**src/rtl/snp_cls_pkg.sv**
```systemverilog
package snp_cls_pkg;

  typedef enum logic [1:0] {
    SNP_NONE   = 2'd0,
    SNP_WT     = 2'd1,
    SNP_WB     = 2'd2,
    SNP_WB_INV = 2'd3
  } snp_kind_e;

  // Low nibble of the byte offset selects the word inside a region slot.
  localparam logic [3:0] SLOT_LOWER = 4'h0;
  localparam logic [3:0] SLOT_UPPER = 4'h8;
  localparam int unsigned SLOT_BITS = 4;

endpackage

```
**src/rtl/snp_cls_regs.sv**
```systemverilog
module snp_cls_regs #(
  parameter int unsigned NUM_RGN = 4,
  parameter int unsigned LO_W    = 16,
  parameter int unsigned HI_W    = 12,
  parameter int unsigned KIND_W  = 2,
  parameter int unsigned DATA_W  = 32,
  parameter int unsigned IDX_W   = 2,
  parameter int unsigned OFF_W   = 6
) (
  input  logic                               clk_i,
  input  logic                               rst_ni,
  input  logic                               we_i,
  input  logic [OFF_W-1:0]                   off_i,
  input  logic [DATA_W-1:0]                  wdata_i,
  output logic [NUM_RGN-1:0][LO_W-1:0]       lo_o,
  output logic [NUM_RGN-1:0][HI_W-1:0]       hi_o,
  output logic [NUM_RGN-1:0][KIND_W-1:0]     kind_o
);
  import snp_cls_pkg::*;

  localparam logic [LO_W-1:0]   LO_CLOSED = '1;
  localparam logic [HI_W-1:0]   HI_CLOSED = '0;

  logic [IDX_W-1:0] slot_sel;
  logic [3:0]       slot_word;
  assign slot_sel  = off_i[OFF_W-1:SLOT_BITS];
  assign slot_word = off_i[SLOT_BITS-1:0];

  logic unused_wdata;
  assign unused_wdata = ^wdata_i[DATA_W-1:LO_W+KIND_W];

  for (genvar g = 0; g < NUM_RGN; g++) begin : g_rgn
    logic              lo_en, hi_en;
    logic [LO_W-1:0]   lo_d, lo_q;
    logic [HI_W-1:0]   hi_d, hi_q;
    logic [KIND_W-1:0] kind_d, kind_q;

    always_comb begin
      lo_en  = we_i && (slot_sel == IDX_W'(g)) && (slot_word == SLOT_LOWER);
      hi_en  = we_i && (slot_sel == IDX_W'(g)) && (slot_word == SLOT_UPPER);
      lo_d   = wdata_i[LO_W-1:0];
      kind_d = wdata_i[LO_W+KIND_W-1:LO_W];
      hi_d   = wdata_i[HI_W-1:0];
    end

    always_ff @(posedge clk_i or negedge rst_ni) begin
      if (!rst_ni) begin
        lo_q   <= LO_CLOSED;
        kind_q <= KIND_W'(SNP_NONE);
      end else if (lo_en) begin
        lo_q   <= lo_d;
        kind_q <= kind_d;
      end
    end

    always_ff @(posedge clk_i or negedge rst_ni) begin
      if (!rst_ni) begin
        hi_q <= HI_CLOSED;
      end else if (hi_en) begin
        hi_q <= hi_d;
      end
    end

    assign lo_o[g]   = lo_q;
    assign hi_o[g]   = hi_q;
    assign kind_o[g] = kind_q;
  end

endmodule

```
**src/rtl/snp_cls_match.sv**
```systemverilog
module snp_cls_match #(
  parameter int unsigned UP_W = 16,
  parameter int unsigned LO_W = 16,
  parameter int unsigned HI_W = 12
) (
  input  logic [UP_W-1:0] addr_up_i,
  input  logic [LO_W-1:0] lo_i,
  input  logic [HI_W-1:0] hi_i,
  output logic            in_o
);
  logic above_lo, below_hi;

  always_comb begin
    above_lo = addr_up_i[UP_W-1 -: LO_W] >= lo_i;
    below_hi = addr_up_i[UP_W-1 -: HI_W] <= hi_i;
    in_o     = above_lo && below_hi;
  end

endmodule

```
**src/rtl/snp_cls_pick.sv**
```systemverilog
module snp_cls_pick #(
  parameter int unsigned NUM_RGN = 4,
  parameter int unsigned IDX_W   = 2
) (
  input  logic [NUM_RGN-1:0] in_i,
  output logic               any_o,
  output logic [IDX_W-1:0]   idx_o
);
  always_comb begin
    any_o = |in_i;
    idx_o = '0;
    for (int i = NUM_RGN - 1; i >= 0; i--) begin
      if (in_i[i]) idx_o = IDX_W'(i);
    end
  end

endmodule

```
**src/rtl/snp_region_classifier.sv**
```systemverilog
module snp_region_classifier #(
  parameter  int unsigned ADDR_W   = 32,
  parameter  int unsigned DATA_W   = 32,
  parameter  int unsigned NUM_RGN  = 4,
  parameter  int unsigned LO_LOG2  = 16,
  parameter  int unsigned HI_LOG2  = 20,
  parameter  int unsigned KIND_W   = 2,
  localparam int unsigned IDX_W    = (NUM_RGN > 1) ? $clog2(NUM_RGN) : 1,
  localparam int unsigned OFF_W    = IDX_W + 4
) (
  input  logic              clk_i,
  input  logic              rst_ni,
  input  logic              cfg_we_i,
  input  logic [OFF_W-1:0]  cfg_off_i,
  input  logic [DATA_W-1:0] cfg_wdata_i,
  input  logic [ADDR_W-1:0] addr_i,
  output logic              hit_o,
  output logic [IDX_W-1:0]  rgn_o,
  output logic [KIND_W-1:0] kind_o
);
  import snp_cls_pkg::*;

  localparam int unsigned LO_W = ADDR_W - LO_LOG2;
  localparam int unsigned HI_W = ADDR_W - HI_LOG2;

  // Reset: asserted asynchronously, released on a clock edge.
  logic [1:0] rst_sync_q;
  logic       rst_n_int;

  always_ff @(posedge clk_i or negedge rst_ni) begin
    if (!rst_ni) rst_sync_q <= 2'b00;
    else         rst_sync_q <= {rst_sync_q[0], 1'b1};
  end
  assign rst_n_int = rst_sync_q[1];

  logic [NUM_RGN-1:0][LO_W-1:0]   rgn_lo;
  logic [NUM_RGN-1:0][HI_W-1:0]   rgn_hi;
  logic [NUM_RGN-1:0][KIND_W-1:0] rgn_kind;

  snp_cls_regs #(
    .NUM_RGN(NUM_RGN), .LO_W(LO_W), .HI_W(HI_W), .KIND_W(KIND_W),
    .DATA_W(DATA_W), .IDX_W(IDX_W), .OFF_W(OFF_W)
  ) u_regs (
    .clk_i   (clk_i),
    .rst_ni  (rst_n_int),
    .we_i    (cfg_we_i),
    .off_i   (cfg_off_i),
    .wdata_i (cfg_wdata_i),
    .lo_o    (rgn_lo),
    .hi_o    (rgn_hi),
    .kind_o  (rgn_kind)
  );

  logic unused_addr_lo;
  assign unused_addr_lo = ^addr_i[LO_LOG2-1:0];

  logic [NUM_RGN-1:0] rgn_in;

  for (genvar g = 0; g < NUM_RGN; g++) begin : g_cmp
    snp_cls_match #(.UP_W(LO_W), .LO_W(LO_W), .HI_W(HI_W)) u_match (
      .addr_up_i (addr_i[ADDR_W-1:LO_LOG2]),
      .lo_i      (rgn_lo[g]),
      .hi_i      (rgn_hi[g]),
      .in_o      (rgn_in[g])
    );
  end

  logic             any_in;
  logic [IDX_W-1:0] win_idx;

  snp_cls_pick #(.NUM_RGN(NUM_RGN), .IDX_W(IDX_W)) u_pick (
    .in_i  (rgn_in),
    .any_o (any_in),
    .idx_o (win_idx)
  );

  logic              hit_d;
  logic [IDX_W-1:0]  rgn_d;
  logic [KIND_W-1:0] kind_d;

  always_comb begin
    hit_d  = any_in;
    rgn_d  = '0;
    kind_d = KIND_W'(SNP_NONE);
    if (any_in) begin
      rgn_d  = win_idx;
      kind_d = rgn_kind[win_idx];
    end
  end

  always_ff @(posedge clk_i or negedge rst_n_int) begin
    if (!rst_n_int) begin
      hit_o  <= 1'b0;
      rgn_o  <= '0;
      kind_o <= KIND_W'(SNP_NONE);
    end else begin
      hit_o  <= hit_d;
      rgn_o  <= rgn_d;
      kind_o <= kind_d;
    end
  end

endmodule

```
**config.mk**
```make
export PLATFORM = sky130hd
export DESIGN_NAME = snp_region_classifier
export DESIGN_NICKNAME = d
export VERILOG_FILES = /design/src/rtl/snp_cls_pkg.sv /design/src/rtl/snp_cls_regs.sv /design/src/rtl/snp_cls_match.sv /design/src/rtl/snp_cls_pick.sv /design/src/rtl/snp_region_classifier.sv
export SDC_FILE = /design/constraint.sdc
export NUM_CORES = 1
export LEC_CHECK = 0
export BUFFER_PORTS_ARGS = -buffer_cell sky130_fd_sc_hd__buf_4
export CAP_MARGIN = 40
export CORE_UTILIZATION = 50
export CTS_CLUSTER_DIAMETER = 40
export DETAILED_ROUTE_END_ITERATION = 16
export PLACE_DENSITY = 0.72
export SLEW_MARGIN = 5
export SYNTH_ARGS = -nofsm -noshare
export SYNTH_HDL_FRONTEND = slang
export SYNTH_HIERARCHICAL = 1
export SYNTH_SLANG_ARGS = --single-unit
```
**constraint.sdc**
```tcl
create_clock -name clk_i -period 3.79 [get_ports clk_i]
set_input_delay 0.379 -clock clk_i [delete_from_list [all_inputs] [get_ports clk_i]]
set_output_delay 0.379 -clock clk_i [all_outputs]
set_load 0.02 [all_outputs]
```
== Word-level counts from Yosys, hierarchy flattened ==
Cells that the tools add are included.

* $lt $le $gt $ge: 9
* Shift operators: 0
* Multiply operators: 0
* Bitwise operators: 0
* Mux-type cells: 8
* Equal/unequal tests: 4
* Div/mod/pow operators: 0
* Add/subtract/negate cells: 0
* Reductions and logical operators: 19

{| class="wikitable"
|+ Operator list
! cell !! number
|-
| $ge 16x16->1 || 4
|-
| $le 12x12->1 || 4
|-
| $logic_and 1x1->1 || 16
|-
| $mux 2 || 7
|-
| $bmux 2 s2 || 1
|-
| $eq 2x2->1 const B || 2
|-
| $eq 4x4->1 const B || 1
|-
| $logic_not 4->1 || 1
|-
| $reduce_or 4->1 || 1
|-
| $lt 2x3->1 const B || 1
|-
| $eq 2x1->1 const B || 1
|-
| $logic_not 2->1 || 1
|}

* Latch bits: 0
* Bits in registers: 127
* Memory bits (writable): 0
* Logic and storage cells: 56
* Output and inout bits: 5
* Input bits: 73
* Memories: 0
* Bits in read-only memories: 0

== Depth between registers and ports, before layout ==
Gate-level depths: netlist (run 1).

* Depth after elaboration: 9
* Depth in mapped cells: 11
* Gate-level depth less buffers: 11

== Hierarchy ==
The synthesis (run 1) kept the hierarchy.

{| class="wikitable"
|+ By module, submodules not included
! module !! sequential area each (um^2) !! times used !! cells each !! area an instance (um^2)
|-
| snp_cls_regs || 3083.0 || 1 || 263 || 4643.2
|-
| snp_cls_match || 0.0 || 4 || 97 || 714.4
|-
| snp_region_classifier || 175.2 || 1 || 15 || 257.7
|-
| snp_cls_pick || 0.0 || 1 || 7 || 35.0
|}

== Worst setup path after synthesis (run 1) ==
OpenSTA, ideal clock, no wires.

* Path type: register -> register
* From: register u_regs.g_rgn[2].lo_q[6]
* To: register kind_o[0]
* Data required time: 3671 ps
* Slack: 1197 ps
* Clock period less this slack: 2593 ps
* Setup time: 119 ps
* Arrival: 2474 ps
* Path buffers: 0
* Cell stages (with the launch flop): 11
* Cells stage by stage: dfstp_2 -> inv_1 -> ha_1 -> a21o_1 -> a22o_1 -> o21ai_1 -> a41oi_2 -> nand2b_1 -> a21oi_2 -> mux4_1 -> and2_1

* Longest elaborated chain between the ends: 8
* Elaborated cells between the ends (all ways): 9
* Classes of those cells: order compare (1); mux (6); reduce/logical (2)

{| class="wikitable"
|+ Ends and longest elaborated chain
! item !! RTL line !! RTL
|-
| start, declared || snp_cls_regs.sv:34 || <nowiki>logic [LO_W-1:0] lo_d, lo_q;</nowiki>
|-
| start signal, assigned || snp_cls_regs.sv:51 || <nowiki>lo_q <= lo_d;</nowiki>
|-
| $ge 16x16->1 || snp_cls_match.sv:14 || <nowiki>above_lo = addr_up_i[UP_W-1 -: LO_W] >= lo_i;</nowiki>
|-
| $logic_and 1x1->1 || snp_cls_match.sv:16 || <nowiki>in_o = above_lo && below_hi;</nowiki>
|-
| via rgn_in[2] || snp_region_classifier.sv:57 || <nowiki>logic [NUM_RGN-1:0] rgn_in;</nowiki>
|-
| $mux 2 (3 in series) || snp_cls_pick.sv:13 || <nowiki>if (in_i[i]) idx_o = IDX_W'(i);</nowiki>
|-
| via win_idx[0] || snp_region_classifier.sv:69 || <nowiki>logic [IDX_W-1:0] win_idx;</nowiki>
|-
| $bmux 2 s2 || snp_region_classifier.sv:87 || <nowiki>kind_d = rgn_kind[win_idx];</nowiki>
|-
| $mux 2 (implied by the code) || snp_region_classifier.sv:87 ||
|-
| $mux 2 || snp_region_classifier.sv:85 || <nowiki>if (any_in) begin</nowiki>
|-
| via kind_d[0] || snp_region_classifier.sv:79 || <nowiki>logic [KIND_W-1:0] kind_d;</nowiki>
|-
| end signal, assigned || snp_region_classifier.sv:95 || <nowiki>kind_o <= KIND_W'(SNP_NONE);</nowiki>
|-
| end signal, assigned || snp_region_classifier.sv:99 || <nowiki>kind_o <= kind_d;</nowiki>
|-
| end, declared || snp_region_classifier.sv:19 || <nowiki>output logic [KIND_W-1:0] kind_o</nowiki>
|}

The timed path passes the listed nets, and every way through them passes these cells. The select of a mux whose other input is x is not followed.
A chain may end at the register's enable or synchronous reset.

== Worst setup path in the final report (run 1) ==
* From: register u_regs.g_rgn[1].hi_q[9]
* To: register kind_o[1]

* Longest elaborated chain between the ends: 7
* Elaborated cells between the ends (all ways): 8
* Classes of those cells: order compare (1); mux (5); reduce/logical (2)

{| class="wikitable"
|+ Ends and longest elaborated chain
! item !! RTL line !! RTL
|-
| start, declared || snp_cls_regs.sv:35 || <nowiki>logic [HI_W-1:0] hi_d, hi_q;</nowiki>
|-
| start signal, assigned || snp_cls_regs.sv:60 || <nowiki>hi_q <= hi_d;</nowiki>
|-
| $le 12x12->1 || snp_cls_match.sv:15 || <nowiki>below_hi = addr_up_i[UP_W-1 -: HI_W] <= hi_i;</nowiki>
|-
| $logic_and 1x1->1 || snp_cls_match.sv:16 ||
|-
| via rgn_in[1] || snp_region_classifier.sv:57 ||
|-
| $mux 2 (2 in series) || snp_cls_pick.sv:13 ||
|-
| via win_idx[0] || snp_region_classifier.sv:69 ||
|-
| $bmux 2 s2 || snp_region_classifier.sv:87 ||
|-
| $mux 2 (implied by the code) || snp_region_classifier.sv:87 ||
|-
| $mux 2 || snp_region_classifier.sv:85 ||
|-
| via kind_d[1] || snp_region_classifier.sv:79 ||
|}

The timed path passes the listed nets, and every way through them passes these cells. The select of a mux whose other input is x is not followed.

==> results.cfg, run 1 <==
[worst_setup_path]
worstPathArrival_ns = 3.19
r2r-end = kind_o[1]$_DFF_PN0_
required_ns = 4.10
cp_max_fo = 3
worstSetupPathType = flop to flop
cp-end-kind = flop
reg2reg_from = u_regs/g_rgn[1].hi_q[9]$_DFFE_PN0P_
reg2reg_depth = 11
critPathLaunchType = flop
r2r_slack_ns = 0.91

[final_layout]
seq_area_mm2 = 0.003262
final_cell_mix = inv_1, ha_1, mux2_2, dfstp_2, dfrtp_1
syn2layout_area_growth_pct = 16.07
nNetsFinal = 924
final_common_cell = inv_1
fin_util = 0.5951
diodes = 0
drive_gt1_frac = 0.3856
fillers = 1200
multi_input_area_mm2 = 0.004008

[drt]
detail-route-antenna-nets = 0
wl_per_cell_um = 18.08
finalWirelength_um = 16990
viasPerCell = 5.612
dr.pass1.iters = 4
vias = 5275
drc = 0
drt_iter0_markers = 217

[clock_tree]
clockBufferDepth = 2
htreeDepth = 4
path_clk_slew_ns = 0.05
cts_tree = done
cts_buffers = 17
clockRootBuffer = clkbuf_16
cts-resized-gates = 0
clock_sinks = 127
insertion_delay_ns = 0.42

[sta]
maxSlewViolCount = 0
final-setup-viol-count = 0
worstMarginPinSlew_ns = 0.6502
postLayoutSetupSlackWorst_ns = 0.9110
max_freq_mhz = 347.3
fin_skew_ns = 0.006776
setup-tns-final_ns = 0
min_period_over_period = 0.7596
slew_headroom = 0.5665
timing.hold.ws_ns = 0.2163
period_minus_slack_ns = 2.879
finalHoldViolCount = 0
rsz0062_at_grt = false

[placed_design]
port_buffers = 47
post-dp-hpwl_um = 12470
gp_congestion = 0.8422
dp_slack_ns = 0.8111

[floorplan]
rows = 45
die_h_um = 126.9
die_x_um = 126.9
initial_utilization = 0.5127
dieArea_mm2 = 0.01609
core_region_area_mm2 = 0.01520
boundaryPins = 78

[global_routing]
grt_pass1_vias = 5857
antenna_found_initial = 0
grt_first_pass_wirelength_um = 28560
grt_overflow = 0
track_usage = 0.2324
grt_max_degree = 63

[synth]
syn_inst = 673
yosysWarnings = 6
synth_cell_types = 41
yosys_most_used_dff = dfstp_2
ys_seq_elements = 127
ys_seq_area_frac = 0.4180
synthArstFlopShare = 1.000
synth_edf_count = 0
synth_area_mm2 = 0.007794
syn_avg_cell_area_um2 = 11.58
syn_nets = 858

[hold_path]
min_delay_worst_endpoint = u_regs/g_rgn[0].kind_q[0]$_DFFE_PN0P_
min_path_cells = 2
hold_path_startpoint = cfg_wdata_i[16]
worst_hold_path_type = input port to flop

[pwr]
powerDensity_mw_per_mm2 = 482.9
vdd_drop_max_mv = 0.3358
power_leakage_uw = 0.004196

[run_status]
status = finished clean

[run]
maxCapViolCount = 0
## metrics by stage
| stage | std cells | total power (uW) | area [um2] |
|---|---|---|---|
| 2_1_floorplan | 673 | 2334 | 7794 |
| 3_3_place_gp | 904 | 2572 | 8361 |
| 3_5_place_dp | 907 | 2639 | 8403 |
| 4_1_cts | 940 | 4400 | 9046 |
| 5_1_grt | 940 | 4600 | 9046 |
| 6_report | 940 | 4368 | 9046 |
## final cells by class
type / count / area share
Tap cell: 188 / 0.02600
Clock inverter: 10 / 0.01757
Sequential cell: 127 / 0.3606
Timing Repair Buffer: 57 / 0.04979
Clock buffer: 22 / 0.05242
Inverter: 122 / 0.05062
Multi-Input combinational cell: 414 / 0.4430
## power by group
group	internal, uW	switching [uW]	total [uW]	leakage (uW)
Sequential	1610	98.3	1710	0.00150
Combinational	451	471	923	0.00239
Clock	1150	587	1740	0.000306
## worst max path at each step
stage                                        startpoint             endpoint  slack [ns]
CTS                 u_regs/g_rgn[2].lo_q[6]$_DFFE_PN1P_  kind_o[0]$_DFF_PN0_        0.91
floorplan                       rst_sync_q[1]$_DFF_PN0_      hit_o$_DFF_PN0_        0.10
global placement                             addr_i[29]  kind_o[1]$_DFF_PN0_        0.84
global route        u_regs/g_rgn[2].lo_q[6]$_DFFE_PN1P_  kind_o[0]$_DFF_PN0_        0.78
detailed placement                           addr_i[29]  kind_o[0]$_DFF_PN0_        0.81
finish              u_regs/g_rgn[1].hi_q[9]$_DFFE_PN0P_  kind_o[1]$_DFF_PN0_        0.91
## synth_stat cells, types with 3 or more instances
| cell | instances | area (um2) |
|---|---|---|
| inv_1 | 122 | 457.9 |
| ha_1 | 112 | 1401 |
| mux2_2 | 110 | 1239 |
| dfstp_2 | 64 | 1682 |
| dfrtp_1 | 63 | 1577 |
| a21oi_1 | 28 | 140.1 |
| nand4_1 | 16 | 100.1 |
| nor2_1 | 16 | 60.06 |
| o21ai_0 | 16 | 80.08 |
| nor2b_1 | 12 | 75.07 |
| mux2_4 | 10 | 150.1 |
| nand3_1 | 9 | 45.04 |
| a21o_1 | 8 | 60.06 |
| and3_1 | 8 | 50.05 |
| nand2_1 | 7 | 26.28 |
| buf_2 | 5 | 25.02 |
| nand3b_1 | 5 | 37.54 |
| a22o_1 | 4 | 35.03 |
| a31oi_1 | 4 | 25.02 |
| a41oi_2 | 4 | 65.06 |
| nand4_2 | 4 | 50.05 |
| nor4_2 | 4 | 50.05 |
| o211ai_1 | 4 | 30.03 |
| o21a_1 | 4 | 30.03 |
| o21ai_1 | 4 | 20.02 |
| o21ba_1 | 4 | 40.04 |
| o22ai_1 | 4 | 25.02 |
| and2_1 | 3 | 18.77 |
## logic make-up after synthesis
logic type	share of synthesized area
multiplexers	0.1849
adder cells (fa/ha/maj)	0.1798
AO/OA/AOI/OAI	0.07176
flip-flops	0.4180
other	0.0004812
buffers and inverters	0.06839
AND/OR/NAND/NOR	0.07658
## layer usage
layer | vias up | track usage | routed length, um
met1 | 2651 | 0.2745 | 7369
met3 | 39 | 0.04049 | 513
met2 | 91 | 0.4027 | 8457
li1 | 2494 | - | -
met5 | - | 0 | 0
met4 | 0 | 0.1268 | 650
## critical path: stages (launching register included)
cell     delay (ns)
dfrtp_1        0.35
inv_1          0.05
ha_1           0.31
a21oi_1        0.15
nor2b_1        0.05
o21ai_0        0.33
a31oi_1        0.22
a41oi_2        0.25
inv_1          0.09
a21oi_2        0.22
mux4_1         0.58
and2_1         0.17
## registers in the layout (all words and copies together) (netlist names)
register / count
kind_o: 2
u_regs/g_rgn.hi_q: 48
hit_o: 1
u_regs/g_rgn.kind_q: 8
u_regs/g_rgn.lo_q: 64
rgn_o: 2
rst_sync_q: 2
## what timing repair did
action                     in CTS  in global routing
setup endpoints to repair       0                  0
hold buffers                    1                  0
hold endpoints to repair        2                  0
buffers inserted                0                  0
Power figures use the tool's default switching activity.
==> inputs of run 2 (changes only) <==
--- a/config.mk
+++ b/config.mk
@@ -10,7 +10,7 @@
 export CORE_UTILIZATION = 50
 export CTS_CLUSTER_DIAMETER = 40
 export DETAILED_ROUTE_END_ITERATION = 16
-export PLACE_DENSITY = 0.72
+export PLACE_DENSITY = 0.69
 export SLEW_MARGIN = 5
 export SYNTH_ARGS = -nofsm -noshare
 export SYNTH_HDL_FRONTEND = slang
==> constraint.sdc (replaced) <==
create_clock -name clk_i -period 2.7 [get_ports clk_i]
set_input_delay 0.27 -clock clk_i [delete_from_list [all_inputs] [get_ports clk_i]]
set_output_delay 0.27 -clock clk_i [all_outputs]
set_load 0.02 [all_outputs]
==> run 2 against run 1 <==
  * Register-to-register slack worse by 0.90 ns
  * Fmax is 7.0% higher
  * Final cell count up 2.2%
  * Final area rose by 3.6%
  * Clock skew barely moved
  * Utilization rose by 2.1 points
  * Combinational power up 51%
  * Non-clock buffer count rose by 21
  * First-iteration DRC count shrank 3.2%
  * Via count up 0.89%
  * Total power is 45% higher
  * Clock power up 46%
  * Critical path type unchanged
  * Critical endpoint is now kind_o[0]$_DFF_PN0_
==> results.cfg, run 2 (synthesis results as in run 1) <==
[floorplan]
dieArea_mm2 = 0.01609
die_x_um = 126.9
die_h_um = 126.9
boundaryPins = 78
core_region_area_mm2 = 0.01520
initial_utilization = 0.5127
rows = 45

[placed_design]
port_buffers = 47
post-dp-hpwl_um = 12670
placed_cells = 927
dp_slack_ns = -0.1523
gp_congestion = 0.8110

[global_routing]
grtUsageMet3 = 0.05356
grtUsageMet1 = 0.3008
busiest_layer = met2
grt_first_pass_wirelength_um = 28350
grt_overflow = 0
antenna_found_initial = 0
grt_pass1_vias = 5661
track_usage = 0.2345
use_met2 = 0.3752
grt_max_degree = 64

[worst_setup_path]
r2r_slack_ns = 0.01
critPathLaunchType = flop
cp_slowest_cell = dfstp_2
required_ns = 3.02
path_buf_inv = 1
worstPathArrival_ns = 3.01
crit_chain = inv_1, ha_1, a21oi_1, nor2b_1, o21ai_0, a41oi_2, a21oi_4, mux4_2, and2_4
cp-end-kind = flop
worstSetupPathType = flop to flop
reg2reg_from = u_regs/g_rgn[0].lo_q[13]$_DFFE_PN1P_
cp_max_fo = 3
cpLargestDelayFamily = compound AO/OA/AOI/OAI gates
reg2reg_depth = 9
r2r-end = kind_o[0]$_DFF_PN0_
cp_slowest_stage_delay_ns = 0.53

[final_layout]
final_cell_mix = inv_1, mux2_2, ha_1, buf_4, dfstp_2
final_common_cell = inv_1
diodes = 0
top_register = u_regs/g_rgn.lo_q
drive_gt1_frac = 0.4295
fin_util = 0.6163
layout.cells.non_filler = 961
reg_top3 = u_regs/g_rgn.lo_q x64, u_regs/g_rgn.hi_q x48, u_regs/g_rgn.kind_q x8
nNetsFinal = 945
fillers = 1234
largest_register_ffs = 64
syn2layout_area_growth_pct = 20.21

[hold_path]
worst_hold_path_type = input port to flop
min_delay_worst_endpoint = u_regs/g_rgn[0].kind_q[1]$_DFFE_PN0P_
hold_path_startpoint = cfg_wdata_i[17]
min_path_cells = 2

[pwr]
power.net_switching_uw = 1700
vdd_drop_max_mv = 0.4728
powerDensity_mw_per_mm2 = 675.8
power.share.clock = 0.400
pwr-share-seq = 0.379
power.share.combinational = 0.220
netSwitchingFraction = 0.2685
p_int_uw = 4631
power_leakage_uw = 0.004327

[sta]
final-setup-viol-count = 0
fin_skew_ns = 0.006510
max_freq_mhz = 371.8
slew_headroom = 0.5593
finalHoldViolCount = 0
worstMarginPinSlew_ns = 0.6610
min_period_over_period = 0.9961
rsz0062_at_grt = true
maxSlewViolCount = 0
period_minus_slack_ns = 2.689
postLayoutSetupSlackWorst_ns = 0.01054
timing.hold.ws_ns = 0.1017

[clock_tree]
cts_buffers = 17
htreeDepth = 4
clockBufferDepth = 2
clockRootBuffer = clkbuf_16
clock_sinks = 127
insertion_delay_ns = 0.42
path_clk_slew_ns = 0.06
cts_tree = done

[drt]
dr.pass1.iters = 5
wl_per_cell_um = 17.92
finalWirelength_um = 17220
drt_iter0_markers = 210
detail-route-antenna-nets = 0
vias = 5322
drc = 0
viasPerCell = 5.538

[run]
maxCapViolCount = 0

[run_status]
status = finished clean
-- run 2: cell count changes in the layout (fill, tap and decap cells not counted), sizes merged --
cell,previous run,this run
clkinv,4,6
clkbuf,22,19
buf,56,77
inv,122,123
clkinvlp,2,1
bufinv,4,5
-- run 2: power groups by stage --
| stage | Combinational, uW | Clock (uW) | Sequential, uW |
|---|---|---|---|
| after global routing | 1560 | 2660 | 2440 |
| after CTS | 1370 | 2580 | 2400 |
| final | 1390 | 2540 | 2400 |
| after global placement | 1260 | 0 | 2410 |
| after floorplan | 848 | 0 | 2430 |
| after detailed placement | 1330 | 0 | 2430 |
-- run 2: what timing repair did --
item,in CTS,in global routing
pin swaps,5,12
endpoints found under the setup margin,2,2
hold endpoints to repair,2,0
hold buffers,1,0
gates resized for setup,12,15
buffers inserted,0,1
-- run 2: worst max-delay path by stage --
stage                                               from                   to  slack, ns  cells past startpoint
floorplan            u_regs/g_rgn[2].lo_q[6]$_DFFE_PN1P_  kind_o[0]$_DFF_PN0_       0.11                     10
global placement                              addr_i[29]  kind_o[1]$_DFF_PN0_      -0.14                     12
detailed placement                            addr_i[29]  kind_o[0]$_DFF_PN0_      -0.15                     12
CTS                  u_regs/g_rgn[2].lo_q[6]$_DFFE_PN1P_  kind_o[0]$_DFF_PN0_       0.01                     10
global route        u_regs/g_rgn[1].lo_q[14]$_DFFE_PN1P_  kind_o[1]$_DFF_PN0_      -0.11                     10
finish              u_regs/g_rgn[0].lo_q[13]$_DFFE_PN1P_  kind_o[0]$_DFF_PN0_       0.01                      9
-- run 2: layout make-up --
type,count,area (um2),share of cell area
inverter,122,457.9,0.04888
sequential,127,3262,0.3482
timing repair buffer,78,650.6,0.06944
clock buffer,19,442.9,0.04728
clock inverter,13,211.5,0.02257
tap,188,235.2,0.02511
multi-input combinational,414,4109,0.4386
-- run 2: worst reg2reg max path, cell delays in order (launching register included) --
cell     delay (ns)
dfstp_2        0.53
inv_1          0.04
ha_1           0.28
a21oi_1        0.16
nor2b_1        0.06
o21ai_0        0.33
a41oi_2        0.28
a21oi_4        0.24
mux4_2         0.51
and2_4         0.15
-- run 2: per-stage QoR --
step	TNS [ns]	total power, uW	instance area (um2)
floorplan	0	3277	7795
global placement	-0.2827	3670	8596
detailed placement	-0.3040	3755	8596
CTS	0	6357	9298
global route	-0.1953	6657	9369
finish	0	6331	9369
-- run 2: per-layer routing --
| layer | up-vias | wire length [um] |
|---|---|---|
| li1 | 2525 | - |
| met3 | 36 | 532 |
| met5 | - | 0 |
| met2 | 93 | 8116 |
| met1 | 2668 | 7985 |
| met4 | 0 | 584 |
